===== src/rtl/mwi_pkg.sv =====
package mwi_pkg;
  localparam int LINE_AW = 42;
  localparam int TAG_W   = 16;
  localparam int HDR_W   = 80;

  localparam logic [3:0] WT_PLAIN = 4'd0;
  localparam logic [3:0] WT_MOD   = 4'd1;
  localparam logic [3:0] WT_PUSH  = 4'd2;
  localparam logic [3:0] WT_FENCE = 4'd4;

  localparam logic [1:0] LEN_ONE  = 2'b00;
  localparam logic [1:0] LEN_TWO  = 2'b01;
  localparam logic [1:0] LEN_FOUR = 2'b11;

  typedef struct packed {
    logic [1:0]         vc;
    logic               sop;
    logic [1:0]         len;
    logic [3:0]         wtype;
    logic [LINE_AW-1:0] addr;
    logic [TAG_W-1:0]   tag;
  } beat_fields_t;

  function automatic logic [HDR_W-1:0] pack_hdr(input beat_fields_t f);
    logic [HDR_W-1:0] h;
    h          = '0;
    h[73:72]   = f.vc;
    h[71]      = f.sop;
    h[69:68]   = f.len;
    h[67:64]   = f.wtype;
    h[57:16]   = f.addr;
    h[15:0]    = f.tag;
    return h;
  endfunction
endpackage


===== src/rtl/mwi_cmd_check.sv =====
module mwi_cmd_check
  import mwi_pkg::*;
(
  input  logic [1:0] addr_lo,
  input  logic [1:0] len,
  input  logic [3:0] wtype,
  output logic       ok,
  output logic       fence,
  output logic [2:0] beats
);
  logic is_data;
  logic align_ok;

  always_comb begin
    is_data = (wtype == WT_PLAIN) || (wtype == WT_MOD) || (wtype == WT_PUSH);
    fence   = (wtype == WT_FENCE);
    unique case (len)
      LEN_ONE:  begin align_ok = 1'b1;              beats = 3'd1; end
      LEN_TWO:  begin align_ok = !addr_lo[0];       beats = 3'd2; end
      LEN_FOUR: begin align_ok = (addr_lo == 2'b00); beats = 3'd4; end
      default:  begin align_ok = 1'b0;              beats = 3'd1; end
    endcase
    if (fence) beats = 3'd1;
    ok = fence || (is_data && align_ok);
  end
endmodule


===== src/rtl/mwi_budget.sv =====
module mwi_budget #(
  parameter int BUDGET = 8
) (
  input  logic clk,
  input  logic rst_n,
  input  logic almfull,
  input  logic issue,
  output logic can_send
);
  localparam int CW = $clog2(BUDGET + 2);

  logic [CW-1:0] credit;

  assign can_send = !almfull || (credit != '0);

  always_ff @(posedge clk) begin
    if (!rst_n)        credit <= CW'(BUDGET);
    else if (!almfull) credit <= CW'(BUDGET);
    else if (issue)    credit <= credit - 1'b1;
  end

  // independent tally of beats sent while almost-full is held
  logic [CW-1:0] seen;
  always_ff @(posedge clk) begin
    if (!rst_n)        seen <= '0;
    else if (!almfull) seen <= '0;
    else if (issue)    seen <= seen + 1'b1;
  end

  assert_budget_R7: assert property (@(posedge clk) disable iff (!rst_n)
    seen <= CW'(BUDGET));
endmodule


===== src/rtl/mwi_beat_seq.sv =====
module mwi_beat_seq
  import mwi_pkg::*;
(
  input  logic               clk,
  input  logic               rst_n,
  input  logic               cmd_valid,
  input  logic [LINE_AW-1:0] cmd_addr,
  input  logic [1:0]         cmd_len,
  input  logic [3:0]         cmd_type,
  input  logic [1:0]         cmd_vc,
  input  logic [TAG_W-1:0]   cmd_tag,
  input  logic               chk_ok,
  input  logic               chk_fence,
  input  logic [2:0]         chk_beats,
  input  logic               dat_valid,
  input  logic               can_send,
  output logic               cmd_ready,
  output logic               dat_ready,
  output logic               issue,
  output logic               beat_fence,
  output beat_fields_t       beat,
  output logic               cmd_err
);
  logic               busy;
  logic               fence_q;
  logic [LINE_AW-1:0] base_q;
  logic [1:0]         len_q;
  logic [3:0]         type_q;
  logic [1:0]         vc_q;
  logic [TAG_W-1:0]   tag_q;
  logic [2:0]         nbeats_q;
  logic [2:0]         idx_q;
  logic               cmd_fire;
  logic               last;

  assign cmd_ready  = !busy;
  assign cmd_fire   = cmd_valid && !busy;
  assign dat_ready  = busy && !fence_q && can_send;
  assign issue      = busy && can_send && (fence_q || dat_valid);
  assign last       = (idx_q == nbeats_q - 3'd1);
  assign beat_fence = fence_q;

  always_comb begin
    beat.vc    = vc_q;
    beat.sop   = (idx_q == 3'd0);
    beat.len   = len_q;
    beat.wtype = type_q;
    beat.addr  = {base_q[LINE_AW-1:2], base_q[1:0] | idx_q[1:0]};
    beat.tag   = tag_q;
  end

  always_ff @(posedge clk) begin
    if (!rst_n) begin
      busy     <= 1'b0;
      fence_q  <= 1'b0;
      base_q   <= '0;
      len_q    <= '0;
      type_q   <= '0;
      vc_q     <= '0;
      tag_q    <= '0;
      nbeats_q <= 3'd1;
      idx_q    <= '0;
      cmd_err  <= 1'b0;
    end else begin
      cmd_err <= cmd_fire && !chk_ok;
      if (cmd_fire && chk_ok) begin
        busy     <= 1'b1;
        fence_q  <= chk_fence;
        base_q   <= chk_fence ? '0 : cmd_addr;
        len_q    <= chk_fence ? LEN_ONE : cmd_len;
        type_q   <= cmd_type;
        vc_q     <= cmd_vc;
        tag_q    <= cmd_tag;
        nbeats_q <= chk_beats;
        idx_q    <= '0;
      end else if (issue) begin
        if (last) begin
          busy  <= 1'b0;
          idx_q <= '0;
        end else begin
          idx_q <= idx_q + 3'd1;
        end
      end
    end
  end

  assert_hold_R6: assert property (@(posedge clk) disable iff (!rst_n)
    (cmd_valid && cmd_ready && chk_ok) |=> !cmd_ready);

  assert_fence_nodata_R8: assert property (@(posedge clk) disable iff (!rst_n)
    (cmd_valid && cmd_ready && chk_fence && chk_ok) |=> !dat_ready);
endmodule


===== src/rtl/mline_wr_issuer.sv =====
module mline_wr_issuer
  import mwi_pkg::*;
#(
  parameter int DATA_W = 512,
  parameter int BUDGET = 8
) (
  input  logic               clk,
  input  logic               rst_n,
  input  logic               cmd_valid,
  output logic               cmd_ready,
  input  logic [LINE_AW-1:0] cmd_addr,
  input  logic [1:0]         cmd_len,
  input  logic [3:0]         cmd_type,
  input  logic [1:0]         cmd_vc,
  input  logic [TAG_W-1:0]   cmd_tag,
  output logic               cmd_err,
  input  logic               dat_valid,
  output logic               dat_ready,
  input  logic [DATA_W-1:0]  dat_data,
  output logic               tx_valid,
  output logic [HDR_W-1:0]   tx_hdr,
  output logic [DATA_W-1:0]  tx_data,
  input  logic               tx_almfull
);
  logic         chk_ok;
  logic         chk_fence;
  logic [2:0]   chk_beats;
  logic         can_send;
  logic         issue;
  logic         beat_fence;
  beat_fields_t beat;

  mwi_cmd_check u_check (
    .addr_lo (cmd_addr[1:0]),
    .len     (cmd_len),
    .wtype   (cmd_type),
    .ok      (chk_ok),
    .fence   (chk_fence),
    .beats   (chk_beats)
  );

  mwi_budget #(.BUDGET(BUDGET)) u_budget (
    .clk      (clk),
    .rst_n    (rst_n),
    .almfull  (tx_almfull),
    .issue    (issue),
    .can_send (can_send)
  );

  mwi_beat_seq u_seq (
    .clk        (clk),
    .rst_n      (rst_n),
    .cmd_valid  (cmd_valid),
    .cmd_addr   (cmd_addr),
    .cmd_len    (cmd_len),
    .cmd_type   (cmd_type),
    .cmd_vc     (cmd_vc),
    .cmd_tag    (cmd_tag),
    .chk_ok     (chk_ok),
    .chk_fence  (chk_fence),
    .chk_beats  (chk_beats),
    .dat_valid  (dat_valid),
    .can_send   (can_send),
    .cmd_ready  (cmd_ready),
    .dat_ready  (dat_ready),
    .issue      (issue),
    .beat_fence (beat_fence),
    .beat       (beat),
    .cmd_err    (cmd_err)
  );

  always_ff @(posedge clk) begin
    if (!rst_n) begin
      tx_valid <= 1'b0;
      tx_hdr   <= '0;
      tx_data  <= '0;
    end else begin
      tx_valid <= issue;
      if (issue) begin
        tx_hdr  <= pack_hdr(beat);
        tx_data <= beat_fence ? '0 : dat_data;
      end
    end
  end

  assert_later_offset_R4: assert property (@(posedge clk) disable iff (!rst_n)
    (tx_valid && !tx_hdr[71]) |-> (tx_hdr[17:16] != 2'b00));

  assert_rsvd_zero_R5: assert property (@(posedge clk) disable iff (!rst_n)
    tx_valid |-> (tx_hdr[79:74] == '0 && !tx_hdr[70] && tx_hdr[63:58] == '0));

  assert_fence_empty_R8: assert property (@(posedge clk) disable iff (!rst_n)
    (tx_valid && tx_hdr[67:64] == WT_FENCE) |-> (tx_data == '0 && tx_hdr[57:16] == '0));

  assert_err_quiet_R3: assert property (@(posedge clk) disable iff (!rst_n)
    cmd_err |-> !tx_valid);
endmodule


===== config.mk =====
export PLATFORM = sky130hd
export DESIGN_NAME = mline_wr_issuer
export DESIGN_NICKNAME = d
export VERILOG_FILES = /design/src/rtl/mwi_pkg.sv /design/src/rtl/mwi_cmd_check.sv /design/src/rtl/mwi_budget.sv /design/src/rtl/mwi_beat_seq.sv /design/src/rtl/mline_wr_issuer.sv
export SDC_FILE = /design/constraint.sdc
export NUM_CORES = 1
export LEC_CHECK = 0
export BUFFER_PORTS_ARGS = -buffer_cell sky130_fd_sc_hd__buf_2
export CAP_MARGIN = 25
export CORE_AREA = 2 2 464 466
export CTS_CLUSTER_SIZE = 40
export DETAILED_ROUTE_END_ITERATION = 8
export DIE_AREA = 0 0 466 468
export HOLD_SLACK_MARGIN = 0.08
export PLACE_DENSITY = 0.39
export REMOVE_ABC_BUFFERS = 1
export SLEW_MARGIN = 20
export SYNTH_ARGS = -nofsm -noshare
export SYNTH_HDL_FRONTEND = slang
export SYNTH_HIERARCHICAL = 1
export SYNTH_SLANG_ARGS = --single-unit

===== constraint.sdc =====
create_clock -name clk -period 3.2 [get_ports clk]
set_clock_uncertainty 0.1 [all_clocks]
set_input_delay 0.8 -clock clk [delete_from_list [all_inputs] [get_ports clk]]
set_output_delay 0.8 -clock clk [all_outputs]
set_load 0.01 [all_outputs]

Word-level counts from Yosys, hierarchy flattened. Index checks and enable logic that the tools add are counted.

$add $sub $neg: 3. Equal/unequal tests: 6. Multiplexer cells: 10. Bitwise gates (word level): 2. Reductions and logical operators: 28.

Operator list (number): 2-to-1 mux 512 bit (1); 2-to-1 mux 42 bit (1); logical AND 1 bit (8); 2-to-1 mux 3 bit (2); one-hot mux 3 bit (2 select lines) (1); zero test 1 bit (5); logical OR 1 bit (5); equality test 4 x 1 -> 1 bit, second input constant (1); equality test 4 x 2 -> 1 bit, second input constant (1); equality test 4 x 3 -> 1 bit, second input constant (1); zero test 2 bit (2); zero test 4 bit (1); AND reduction 2 bit (2); nonzero test 2 bit (2); nonzero test 4 bit (1); subtractor 4 x 1 -> 4 bit, second input constant (1); adder 3 x 1 -> 3 bit, second input constant (1); equality test 3 bit (1); zero test 3 bit (1); 2-to-1 mux 1 bit (3); one-hot mux 1 bit (3 select lines) (1); subtractor 3 x 1 -> 3 bit, second input constant (1); equality test 2 x 1 -> 1 bit, second input constant (1); equality test 2 bit, second input constant (1); other kinds (4) (4).

Bits in registers: 659. Bits of input ports: 583. Output and inout bits: 596. Word-level logic and storage cells: 63.

Longest topological paths before layout. Gate-level depths: netlist of the first run.

Depth in word-level cells: 8. Mapped depth: 10. Mapped depth without buffers: 7.

By module. Netlist of the first run, hierarchy kept.

By module, submodules not included: mline_wr_issuer (times used 1, cells an instance 2508, area each 22326.4 um2, sequential area each 11611.1 um2); mwi_beat_seq (times used 1, cells an instance 292, area each 3005.4 um2, sequential area each 1501.4 um2); mwi_budget (times used 1, cells an instance 22, area each 219.0 um2, sequential area each 80.1 um2); mwi_cmd_check (times used 1, cells an instance 10, area each 60.1 um2, sequential area each 0.0 um2).

Worst setup path before layout of the first run. No wires, ideal clock.

Path kind: input-to-reg. Start point: in cmd_type[1]. End point: reg u_seq.base_q[0]. Library setup time: 0.117 ns. Arrival: 2.333 ns. Data required time: 2.983 ns. Path slack: 0.650 ns. Stages: 8. Path buffers: 2. Cell sequence: or4b_4 -> inv_1 -> a31o_2 -> nand3b_1 -> and2_1 -> buf_2 -> buf_6 -> a22o_1.

Elaborated cells on any way between the ends: 10. Classes of those cells: eq/ne (3); mux (1); reduce/logical (6).

RTL lines: from (decl) (line mline_wr_issuer.sv:13) `input logic [3:0] cmd_type,`; equality test 4 x 3 -> 1 bit (line mwi_cmd_check.sv:16) `fence = (wtype == WT_FENCE);`; net chk_fence (line mline_wr_issuer.sv:26) `logic chk_fence;`; logical OR 1 bit (line mwi_cmd_check.sv:24) `ok = fence || (is_data && align_ok);`; net chk_ok (line mline_wr_issuer.sv:25) `logic chk_ok;`; logical AND 1 bit (line mwi_beat_seq.sv:66) `if (cmd_fire && chk_ok) begin`; to (signal assigned) (line mwi_beat_seq.sv:69) `base_q <= chk_fence ? '0 : cmd_addr;`; to (decl) (line mwi_beat_seq.sv:26) `logic [LINE_AW-1:0] base_q;`.

The timed path passes the listed nets, and every way through them passes these cells. A chain may end at the register's enable or synchronous reset.

Worst setup path in the final report of the first run.
Start point: reg u_budget.credit[0]. End point: out dat_ready.

Longest elaborated chain between the ends: 3.

Ends and longest elaborated chain: from (decl) (line mwi_budget.sv:12) `logic [CW-1:0] credit;`; from (signal assigned) (line mwi_budget.sv:17) `if (!rst_n) credit <= CW'(BUDGET);`; from (signal assigned) (line mwi_budget.sv:18) `else if (!almfull) credit <= CW'(BUDGET);`; from (signal assigned) (line mwi_budget.sv:19) `else if (issue) credit <= credit - 1'b1;`; nonzero test 4 bit (line mwi_budget.sv:14) `assign can_send = !almfull || (credit != '0);`; logical OR 1 bit (line mwi_budget.sv:14); net can_send (line mline_wr_issuer.sv:28) `logic can_send;`; logical AND 1 bit (line mwi_beat_seq.sv:38) `assign dat_ready = busy && !fence_q && can_send;`; to (decl) (line mline_wr_issuer.sv:18) `output logic dat_ready,`.

The timed path passes the listed nets, and every way through them passes these cells.

==> metrics, run 1 <==
GRT Resource Usage Total 0.1323; share of cells above drive strength 1 0.3567; most common flop cell mapped by yosys dfxtp_1; Psw 5.405 mW; Yosys reg bits 659; Peak Freq 0.3547 GHz; DRC viols 0; area of the mapped netlist 0.02561 mm²; Yosys top cell area share 0.5151; CTS hold repair buffers 0; arrival time at the worst endpoint 1.92 ns; Worst R2R End tx_data[165]; CP startpoint kind flop; IR Drop Worst-Case VDD 0.3862 mV; data required time of the worst path 2.30 ns; total CTS buffers 90; cell taking the most area after synthesis dfxtp_1; DRT Pass-1 Iters 5; CP Max Fanout 3; sequential power share 0.406; synthesized instance count 2832; Post-synth EDFFs 0; Synth area leaders dfxtp_1 52%, nand3b_1 15%, o21ai_1 9.6%; total negative slack 0 ns; max cap viols 0; final worst-path cycle share 0.8811; core area 0.2133 mm²; RSZ-0062 raised after global routing false; antenna violations before repair 100; Clock Root Buffer clkbuf_16; async set-reset flop share out of synthesis 0; GP Congestion 0.8216; Critical Path Stages 6; CTS Buffer Depth 3; Vias 24508; # H-tree levels 3; crit-path max cell delay 0.41 ns; total setup buffers inserted after CTS 0; Critical-path top delay cell dfxtp_1; Final #Nets 4453; leakage 15.70 nW; Post-Syn Area per Cell 9.043 µm²; vias in the first global route 24206; Setup Viol. Count Final 0; I/O Pins 1179; Clock transition at path regs 0.06 ns; outcome completed; sum of buffers and inverters on the critical path 2; fillers 24194; Cell Int Power 15.37 mW; worst min path class input pin to flop; port buffer count 1165; clock share of power 0.520; Reg2Reg Setup Slack 0.66 ns; Largest delay share family, worst path flip-flops; crit-path cells inv_1 -> ha_1 -> nand3_1 -> nand2_1 -> nor2_1 -> buf_2; post-synthesis sequential area ratio 0.5151; CTS tree done; Pwr Density 555.3 mW/mm²; DPL Wire Length 121600 µm; final hold slack 0.1995 ns; Combinational Power Share 0.074; CP Capture Point dat_ready; pin count of the biggest net entering global routing 174; Slew Limit Fails 0; yosys warns 6; grt ovf 0; Yosys cell types 42; Switching Share 0.2601; Die H 468 µm; worst r2r src u_budget/credit[0]; # resized after CTS 0; final hold vios 0; WL/cell 22.32 µm; Tmin final 2.820 ns; number of DRC markers in iteration 0 1317; Die X 466 µm; first-pass GRT wire length 201700 µm; Vias/cell 3.609; Worst-Margin Slew 1.035 ns; area grow syn2layout 46.10%; worst skew pair latency 0.72 ns; Slew headroom 0.3101; Critical Path End Type output port; Rows 170; Initial Utilization 0.1200; clock sink count 659; DRT Wirelength 151600 µm; Post-DRT Antenna Nets 0; die area 0.2181 mm²; Setup Crit Path Kind flop to output port; worst r2r path cells 8; CP startpoint u_budget/credit[0]
==> logic make-up after synthesis <==
logic type               Yosys count  synth area share
multiplexers                      69           0.02702
buffers and inverters            323           0.06854
AO/OA/AOI/OAI                    591            0.1253
other                              1         0.0001464
XOR/XNOR                           4          0.001954
AND/OR/NAND/NOR                 1180            0.2595
adder cells (fa/ha/maj)            5          0.002443
flip-flops                       659            0.5151
==> layer usage <==
| layer | track usage | up-vias | wire [µm] | share of wire |
|---|---|---|---|---|
| li1 | - | 11654 | - | - |
| met2 | 0.2100 | 1027 | 67530 | 0.45 |
| met5 | 0 | - | 304 | 0.0020 |
| met1 | 0.1380 | 11463 | 55800 | 0.37 |
| met3 | 0.08964 | 312 | 22690 | 0.15 |
| met4 | 0.04757 | 52 | 5279 | 0.035 |
==> layout by cell type (no fill, tap or decap), types with 22 or more instances in the layout <==
master,netlist,final
nor2b_1,68,68
clkbuf_16,0,91
nand3b_1,515,515
nand2_1,570,570
buf_4,74,52
dfxtp_1,659,659
buf_12,0,25
buf_2,164,1164
o21ai_0,22,22
o21ai_1,491,491
a22o_1,44,44
mux2i_1,68,68
==> area by class of cell <==
class / count / area, µm² / area share
diodes: 11 / 27.53 / 0.0007356
clock buffers: 126 / 2579 / 0.06892
clock inverters: 43 / 575.6 / 0.01538
inverters: 10 / 45.04 / 0.001204
multi-input cells: 1862 / 10720 / 0.2864
flip-flops and latches: 659 / 13190 / 0.3526
well taps: 2838 / 3551 / 0.09490
repair buffers: 1242 / 6731 / 0.1799
==> power groups by stage <==
stage / clock, mW / combinational [mW] / sequential [mW]
CTS: 11.3 / 1.59 / 8.43
detailed placement: 0 / 1.59 / 8.61
global placement: 0 / 1.58 / 8.61
floorplan: 0 / 0.476 / 8.65
finish: 10.8 / 1.55 / 8.43
global route: 11.6 / 1.71 / 8.44
==> through the flow <==
stage	cells	power [mW]	instance area, µm²	util	setup slack [ns]
6_report	6791	20.78	37420	0.1754	0.3804
5_1_grt	6786	21.75	37410	0.1753	0.2776
4_1_cts	6780	21.31	37390	0.1753	0.2676
3_5_place_dp	6611	10.20	34240	0.1605	0.1759
3_3_place_gp	6611	10.19	34240	0.1605	0.1894
2_1_floorplan	2531	9.131	23940	-	-20.48
==> state kept, by name (all words and copies together) (netlist names) <==
name,count
tx_data,512
tx_hdr,67
u_seq/base_q,42
u_seq/tag_q,16
u_budget/credit,4
u_seq/type_q,4
u_seq/idx_q,3
u_seq/nbeats_q,3
u_seq/len_q,2
u_seq/vc_q,2
tx_valid,1
u_seq/beat_fence,1
u_seq/busy,1
u_seq/cmd_err,1
==> cells in the mapped netlist, types with 2 or more instances <==
cell type / n
buf_2: 164
nand2_1: 570
mux2i_1: 68
or2_2: 2
nor4_2: 2
o211ai_1: 2
nor2_1: 8
buf_4: 74
o21ai_0: 22
o21ai_1: 491
dfxtp_1: 659
nor2b_1: 68
a211oi_1: 2
and2_1: 2
buf_6: 8
nand3_1: 2
nand4_1: 2
clkbuf_1: 67
a22o_1: 44
ha_1: 5
nand3b_1: 515
a21boi_1: 18
a21boi_0: 7
inv_1: 10
xnor2_1: 3
==> worst min path at each step <==
stage	start	endpoint	slack [ns]	cells past startpoint
floorplan	u_seq/tag_q[10]	u_seq/tag_q[10]	0.33	2
detailed placement	u_seq/tag_q[11]	u_seq/tag_q[11]	0.35	2
CTS	cmd_addr[37]	u_seq/base_q[37]	0.09	2
finish	cmd_addr[7]	u_seq/base_q[7]	0.20	2
global placement	u_seq/vc_q[0]	u_seq/vc_q[0]	0.34	2
global route	cmd_addr[20]	u_seq/base_q[20]	0.14	2
Power figures use the tool's default switching activity.
==> run 2: changes to the inputs <==
- CTS_BUF_LIST: default -> sky130_fd_sc_hd__clkbuf_16
==> run 2 against run 1 <==
  * Register-to-register slack about the same
  * Power decreased by 2.3%
  * Worst setup slack better by 0.0042 ns
  * Flip-flop and latch count unchanged
  * Final area decreased by 0.46%
  * Critical path depth stayed put
  * Sequential power hardly changed
  * Via count barely moved
  * Highest routed layer unchanged
  * Die area stayed put
  * Sequential share of layout area increased by 0.16 points
==> metrics, run 2 (synthesis results as in run 1) <==
Vias/cell 3.611 (was 3.609); clock sink count 659 (unchanged); Place WS 0.1759 ns (unchanged); DPL Wire Length 121600 µm (unchanged); data required time of the worst path 2.30 ns (about the same); worst skew pair latency 0.72 ns (about the same); grt ovf 0 (unchanged); outcome completed (unchanged); total negative slack 0 ns (unchanged); commonest non-fill, non-tap cell in the layout buf_2 (unchanged); antenna violations before repair 100 (unchanged); area grow syn2layout 45.43% (was 46.10%); Clock Root Buffer clkbuf_16 (unchanged); biggest regs tx_data (512), tx_hdr (67), u_seq/base_q (42) (unchanged); GRT Resource Usage Total 0.1323 (about the same); Clock transition at path regs 0.06 ns (about the same); Die H 468 µm (unchanged); Critical Path End Type output port (unchanged); Post-DRT Antenna Nets 0 (unchanged); Worst-Margin Slew 1.019 ns (was 1.035 ns); # H-tree levels 3 (unchanged); Initial Utilization 0.1200 (unchanged); Final #Nets 4453 (unchanged); crit-path max cell delay 0.41 ns (about the same); register with the most flip-flops tx_data (unchanged); first-pass GRT wire length 201700 µm (about the same); worst setup margin 0.3845 ns (was 0.3804 ns); RSZ-0062 raised after global routing false (unchanged); final core occ 0.1746 (was 0.1754); Design Power 20.29 mW (was 20.78 mW); Tmin final 2.815 ns (was 2.820 ns); # resized after CTS 0 (unchanged); Slew headroom 0.3208 (was 0.3101); sum of buffers and inverters on the critical path 2 (unchanged); DRT Pass-1 Iters 5 (unchanged); max reg flops 512 (unchanged); die area 0.2181 mm² (unchanged); Slew Limit Fails 0 (unchanged); Pwr Density 544.9 mW/mm² (was 555.3 mW/mm²); Rows 170 (unchanged); Largest delay share family, worst path flip-flops (unchanged); vias in the first global route 24182 (was 24206); Critical-path top delay cell dfxtp_1 (unchanged); CTS hold repair buffers 0 (unchanged); CP Max Fanout 3 (unchanged); final worst-path cycle share 0.8798 (was 0.8811); CTS Buffer Depth 3 (unchanged); final hold slack 0.1989 ns (was 0.1995 ns); CP startpoint kind flop (unchanged); share of cells above drive strength 1 0.3524 (was 0.3567); commonest non-fill, non-tap cells in the layout 1164 x buf_2, 659 x dfxtp_1, 570 x nand2_1, 515 x nand3b_1, 491 x o21ai_1 (unchanged); DRC viols 0 (unchanged); number of DRC markers in iteration 0 1276 (was 1317); crit-path cells inv_1 -> ha_1 -> nand3_1 -> nand2_1 -> nor2_1 -> buf_2 (unchanged); CTS tree done (unchanged); GP Congestion 0.8216 (unchanged); core area 0.2133 mm² (unchanged); Vias 24518 (was 24508); final hold vios 0 (unchanged); total CTS buffers 90 (unchanged); total setup buffers inserted after CTS 0 (unchanged); pin count of the biggest net entering global routing 174 (unchanged); Die X 466 µm (unchanged); Peak Freq 0.3552 GHz (was 0.3547 GHz); IR Drop Worst-Case VDD 0.3862 mV (about the same); max cap viols 0 (unchanged); I/O Pins 1179 (unchanged); WL/cell 22.31 µm (was 22.32 µm); arrival time at the worst endpoint 1.92 ns (about the same); Setup Viol. Count Final 0 (unchanged); Setup Crit Path Kind flop to output port (unchanged); port buffer count 1165 (unchanged); worst min path class input pin to flop (unchanged); leakage 15.68 nW (was 15.70 nW); DRT Wirelength 151500 µm (was 151600 µm)
[run 2: cell types whose count changed in the layout (fill, tap and decap cells not counted), sizes merged]
cell / previous run / this run
clkbuf: 126 / 91
inv: 15 / 33
clkinv: 21 / 38
diode: 11 / 10
[run 2: routing by layer]
layer  global-route usage  vias to the layer above  wire length [µm]
met5                    0                        -               302
met4              0.04732                       52              5258
met3              0.08976                      307             22910
met2               0.2099                     1049             67500
met1               0.1381                    11445             55530
li1                     -                    11665                 -
[run 2: per-stage QoR]
| step | instance area, µm² | instances |
|---|---|---|
| final | 37250 | 6790 |
| after global routing | 37240 | 6786 |
| after CTS | 37220 | 6780 |
| after detailed placement | 34240 | 6611 |
| after global placement | 34240 | 6611 |
| after floorplan | 23940 | 2531 |
[run 2: area by class of cell]
cell class	instances	area, µm²
Antenna cell	10	25.02
Timing Repair Buffer	1242	6731
Sequential cell	659	13190
Fill cell	24216	176100
Inverter	10	45.04
Multi-Input combinational cell	1862	10720
Tap cell	2838	3551
Clock inverter	78	706.9
Clock buffer	91	2277
[run 2: where the power goes]
group | internal, mW | switching (mW) | leakage (nW)
registers | 8.35 | 0.0811 | 5.32
clock network | 5.93 | 4.38 | 1.50
logic | 0.621 | 0.924 | 8.86
[run 2: worst paths after layout]
path	start	to	slack (ns)	cells past startpoint
worst min-delay path	cmd_addr[37]	u_seq/base_q[37]	0.20	2
worst max-delay path	u_budget/credit[0]	dat_ready	0.38	6
worst min register to register	u_seq/tag_q[11]	u_seq/tag_q[11]	0.36	2
worst max register to register	u_budget/credit[0]	tx_data[165]	0.67	8
==> run 3: changes to the inputs <==
- RECOVER_POWER: default -> 50
==> run 3 against run 2 <==
  * Fmax down 1.5%
  * Flip-flop and latch count unchanged
  * Routed wire length about the same
  * Register-to-register slack worse by 0.29 ns
  * Die area unchanged
  * Via count about the same
  * Count of clock-buffer cells in the layout unchanged
  * Sequential power about the same
  * Global-route usage unchanged
==> metrics, run 3 (synthesis results as in run 1) <==
outcome completed (unchanged); clock sink count 659 (unchanged); Die X 466 µm (unchanged); CP startpoint kind input pin (was flop); DRT Pass-1 Iters 5 (unchanged); crit-path max cell delay 1.04 ns (was 0.41 ns); Clock transition at path regs 0.06 ns (about the same); Setup Viol. Count Final 0 (unchanged); CP Max Fanout 28 (was 3); Hold Startpoint cmd_addr[37] (unchanged); DPL Wire Length 121600 µm (unchanged); data required time of the worst path 3.75 ns (was 2.30 ns); placed instance count 6611 (unchanged); Slew headroom 0.04468 (was 0.3208); sum of buffers and inverters on the critical path 3 (was 2); GP Congestion 0.8216 (unchanged); crit-path cells clkbuf_1 -> or4b_1 -> inv_1 -> a31o_2 -> and3b_1 -> clkbuf_1 -> nand2_1 -> a21boi_0 (was inv_1 -> ha_1 -> nand3_1 -> nand2_1 -> nor2_1 -> buf_2); Final #Nets 4453 (unchanged); worst skew pair latency 0.72 ns (about the same); die area 0.2181 mm² (unchanged); max cap viols 0 (unchanged); Post-DRT Antenna Nets 0 (unchanged); max reg flops 512 (unchanged); total negative slack 0 ns (unchanged); WL met3 23010 µm (was 22910 µm); antenna violations before repair 100 (unchanged); share of cells above drive strength 1 0.2133 (was 0.3524); worst r2r path cells 9 (was 8); Place WS 0.1759 ns (unchanged); I/O Pins 1179 (unchanged); port buffer count 1165 (unchanged); CTS Buffer Depth 3 (unchanged); arrival time at the worst endpoint 3.41 ns (was 1.92 ns); Tmin final 2.859 ns (was 2.815 ns); Vias 24519 (was 24518); commonest non-fill, non-tap cell in the layout dfxtp_1 (was buf_2); Critical-path top delay cell clkbuf_1 (was dfxtp_1); Worst R2R End tx_data[17] (was tx_data[165]); register with the most flip-flops tx_data (unchanged); DRT Wirelength 151400 µm (was 151500 µm); Setup Crit Path Kind input pin to flop (was flop to output port); Largest delay share family, worst path buffers and inverters (was flip-flops); # resized after CTS 0 (unchanged); Non-Filler Instances 6791 (was 6790); worst r2r src u_budget/credit[1] (was u_budget/credit[0]); final hold vios 0 (unchanged); Worst-Margin Slew 1.433 ns (was 1.019 ns); Clock Root Buffer clkbuf_16 (unchanged); WL/cell 22.30 µm (was 22.31 µm); Critical Path End Type flop (was output port); total CTS buffers 90 (unchanged); Design Power 20.26 mW (was 20.29 mW); Initial Utilization 0.1200 (unchanged); DR top layer met5 (unchanged); Hold Path Cell Cnt 2 (unchanged); number of DRC markers in iteration 0 1307 (was 1276); total setup buffers inserted after CTS 0 (unchanged); GRT Resource Usage Total 0.1323 (unchanged); Rows 170 (unchanged); CTS hold repair buffers 0 (unchanged); Vias/cell 3.611 (about the same); pin count of the biggest net entering global routing 174 (unchanged); final worst-path cycle share 0.8935 (was 0.8798); area grow syn2layout 42.62% (was 45.43%); crit-path most repeated cell clkbuf_1; Slew Limit Fails 0 (unchanged); Reg2Reg Setup Slack 0.38 ns (was 0.67 ns); commonest non-fill, non-tap cells in the layout 659 x dfxtp_1, 620 x buf_2, 570 x nand2_1, 547 x clkbuf_1, 515 x nand3b_1 (was 1164 x buf_2, 659 x dfxtp_1, 570 x nand2_1, 515 x nand3b_1, 491 x o21ai_1); # H-tree levels 3 (unchanged); grt ovf 0 (unchanged); Die H 468 µm (unchanged); IR Drop Worst-Case VDD 0.3866 mV (was 0.3862 mV); CTS tree done (unchanged); Peak Freq 0.3498 GHz (was 0.3552 GHz); worst setup margin 0.3409 ns (was 0.3845 ns); RSZ-0062 raised after global routing false (unchanged); biggest regs tx_data (512), tx_hdr (67), u_seq/base_q (42) (unchanged); DRC viols 0 (unchanged); met2 routed WL 67650 µm (was 67500 µm); metal1 wirelength 55380 µm (was 55530 µm); vias in the first global route 24182 (unchanged); worst min path class input pin to flop (unchanged); worst hold endpoint u_seq/base_q[37] (unchanged); first-pass GRT wire length 201700 µm (unchanged); core area 0.2133 mm² (unchanged); Pwr Density 554.8 mW/mm² (was 544.9 mW/mm²); final core occ 0.1712 (was 0.1746); leakage 13.27 nW (was 15.68 nW)
==> run 3: changes by cell type in the layout (fill, tap and decap cells not counted), moves of 7 or more <==
cell,previous run,this run
o21ai_0,22,29
a21boi_0,7,25
clkbuf_1,0,547
a21boi_1,18,0
o21ai_1,491,484
buf_2,1164,620
==> run 3: how the worst max path moves through the flow <==
stage	from	end	slack, ns	cells after the start
2_1_floorplan	tx_almfull	tx_data[0]	-20.48	5
3_3_place_gp	cmd_type[1]	u_seq/base_q[22]	0.19	7
3_5_place_dp	cmd_type[1]	u_seq/base_q[22]	0.18	7
4_1_cts	u_budget/credit[0]	dat_ready	0.27	6
5_1_grt	cmd_type[1]	u_seq/nbeats_q[2]	0.16	8
6_report	cmd_type[1]	u_seq/nbeats_q[2]	0.34	8
==> run 3: final cells by class <==
type                            count  area, µm²
Inverter                           10      38.79
Fill cell                       24426     176800
Tap cell                         2838       3551
Clock inverter                     78      706.9
Clock buffer                       91       2277
Sequential cell                   659      13190
Timing Repair Buffer             1242       6018
Multi-Input combinational cell   1862      10710
Antenna cell                       11      27.53
==> run 3: layer usage <==
| metal | global-route usage | vias up |
|---|---|---|
| li1 | - | 11662 |
| met1 | 0.1381 | 11461 |
| met2 | 0.2099 | 1038 |
| met3 | 0.08976 | 306 |
| met4 | 0.04732 | 52 |
| met5 | 0 | - |
==> run 3: through the flow <==
step	hold slack (ns)	area, µm²
after global placement	0.3414	34240
after global routing	0.1438	36510
after floorplan	0.3347	23940
final	0.1985	36530
after detailed placement	0.3492	34240
after CTS	0.09219	37220
==> run 3: where the power goes <==
group	switching (mW)	internal, mW	leakage [nW]
Sequential	0.0841	8.35	5.32
Combinational	0.922	0.587	6.45
Clock	4.39	5.93	1.50
==> run 3: worst register-to-register path: stages, from the launching register on <==
cell and delay [ns]:
dfxtp_1 0.35, inv_1 0.09, ha_1 0.14, nand3_1 0.14, o211ai_1 0.24, clkinvlp_2 0.49
nand2b_4 0.36, buf_12 0.24, buf_4 0.37, o21ai_0 0.15
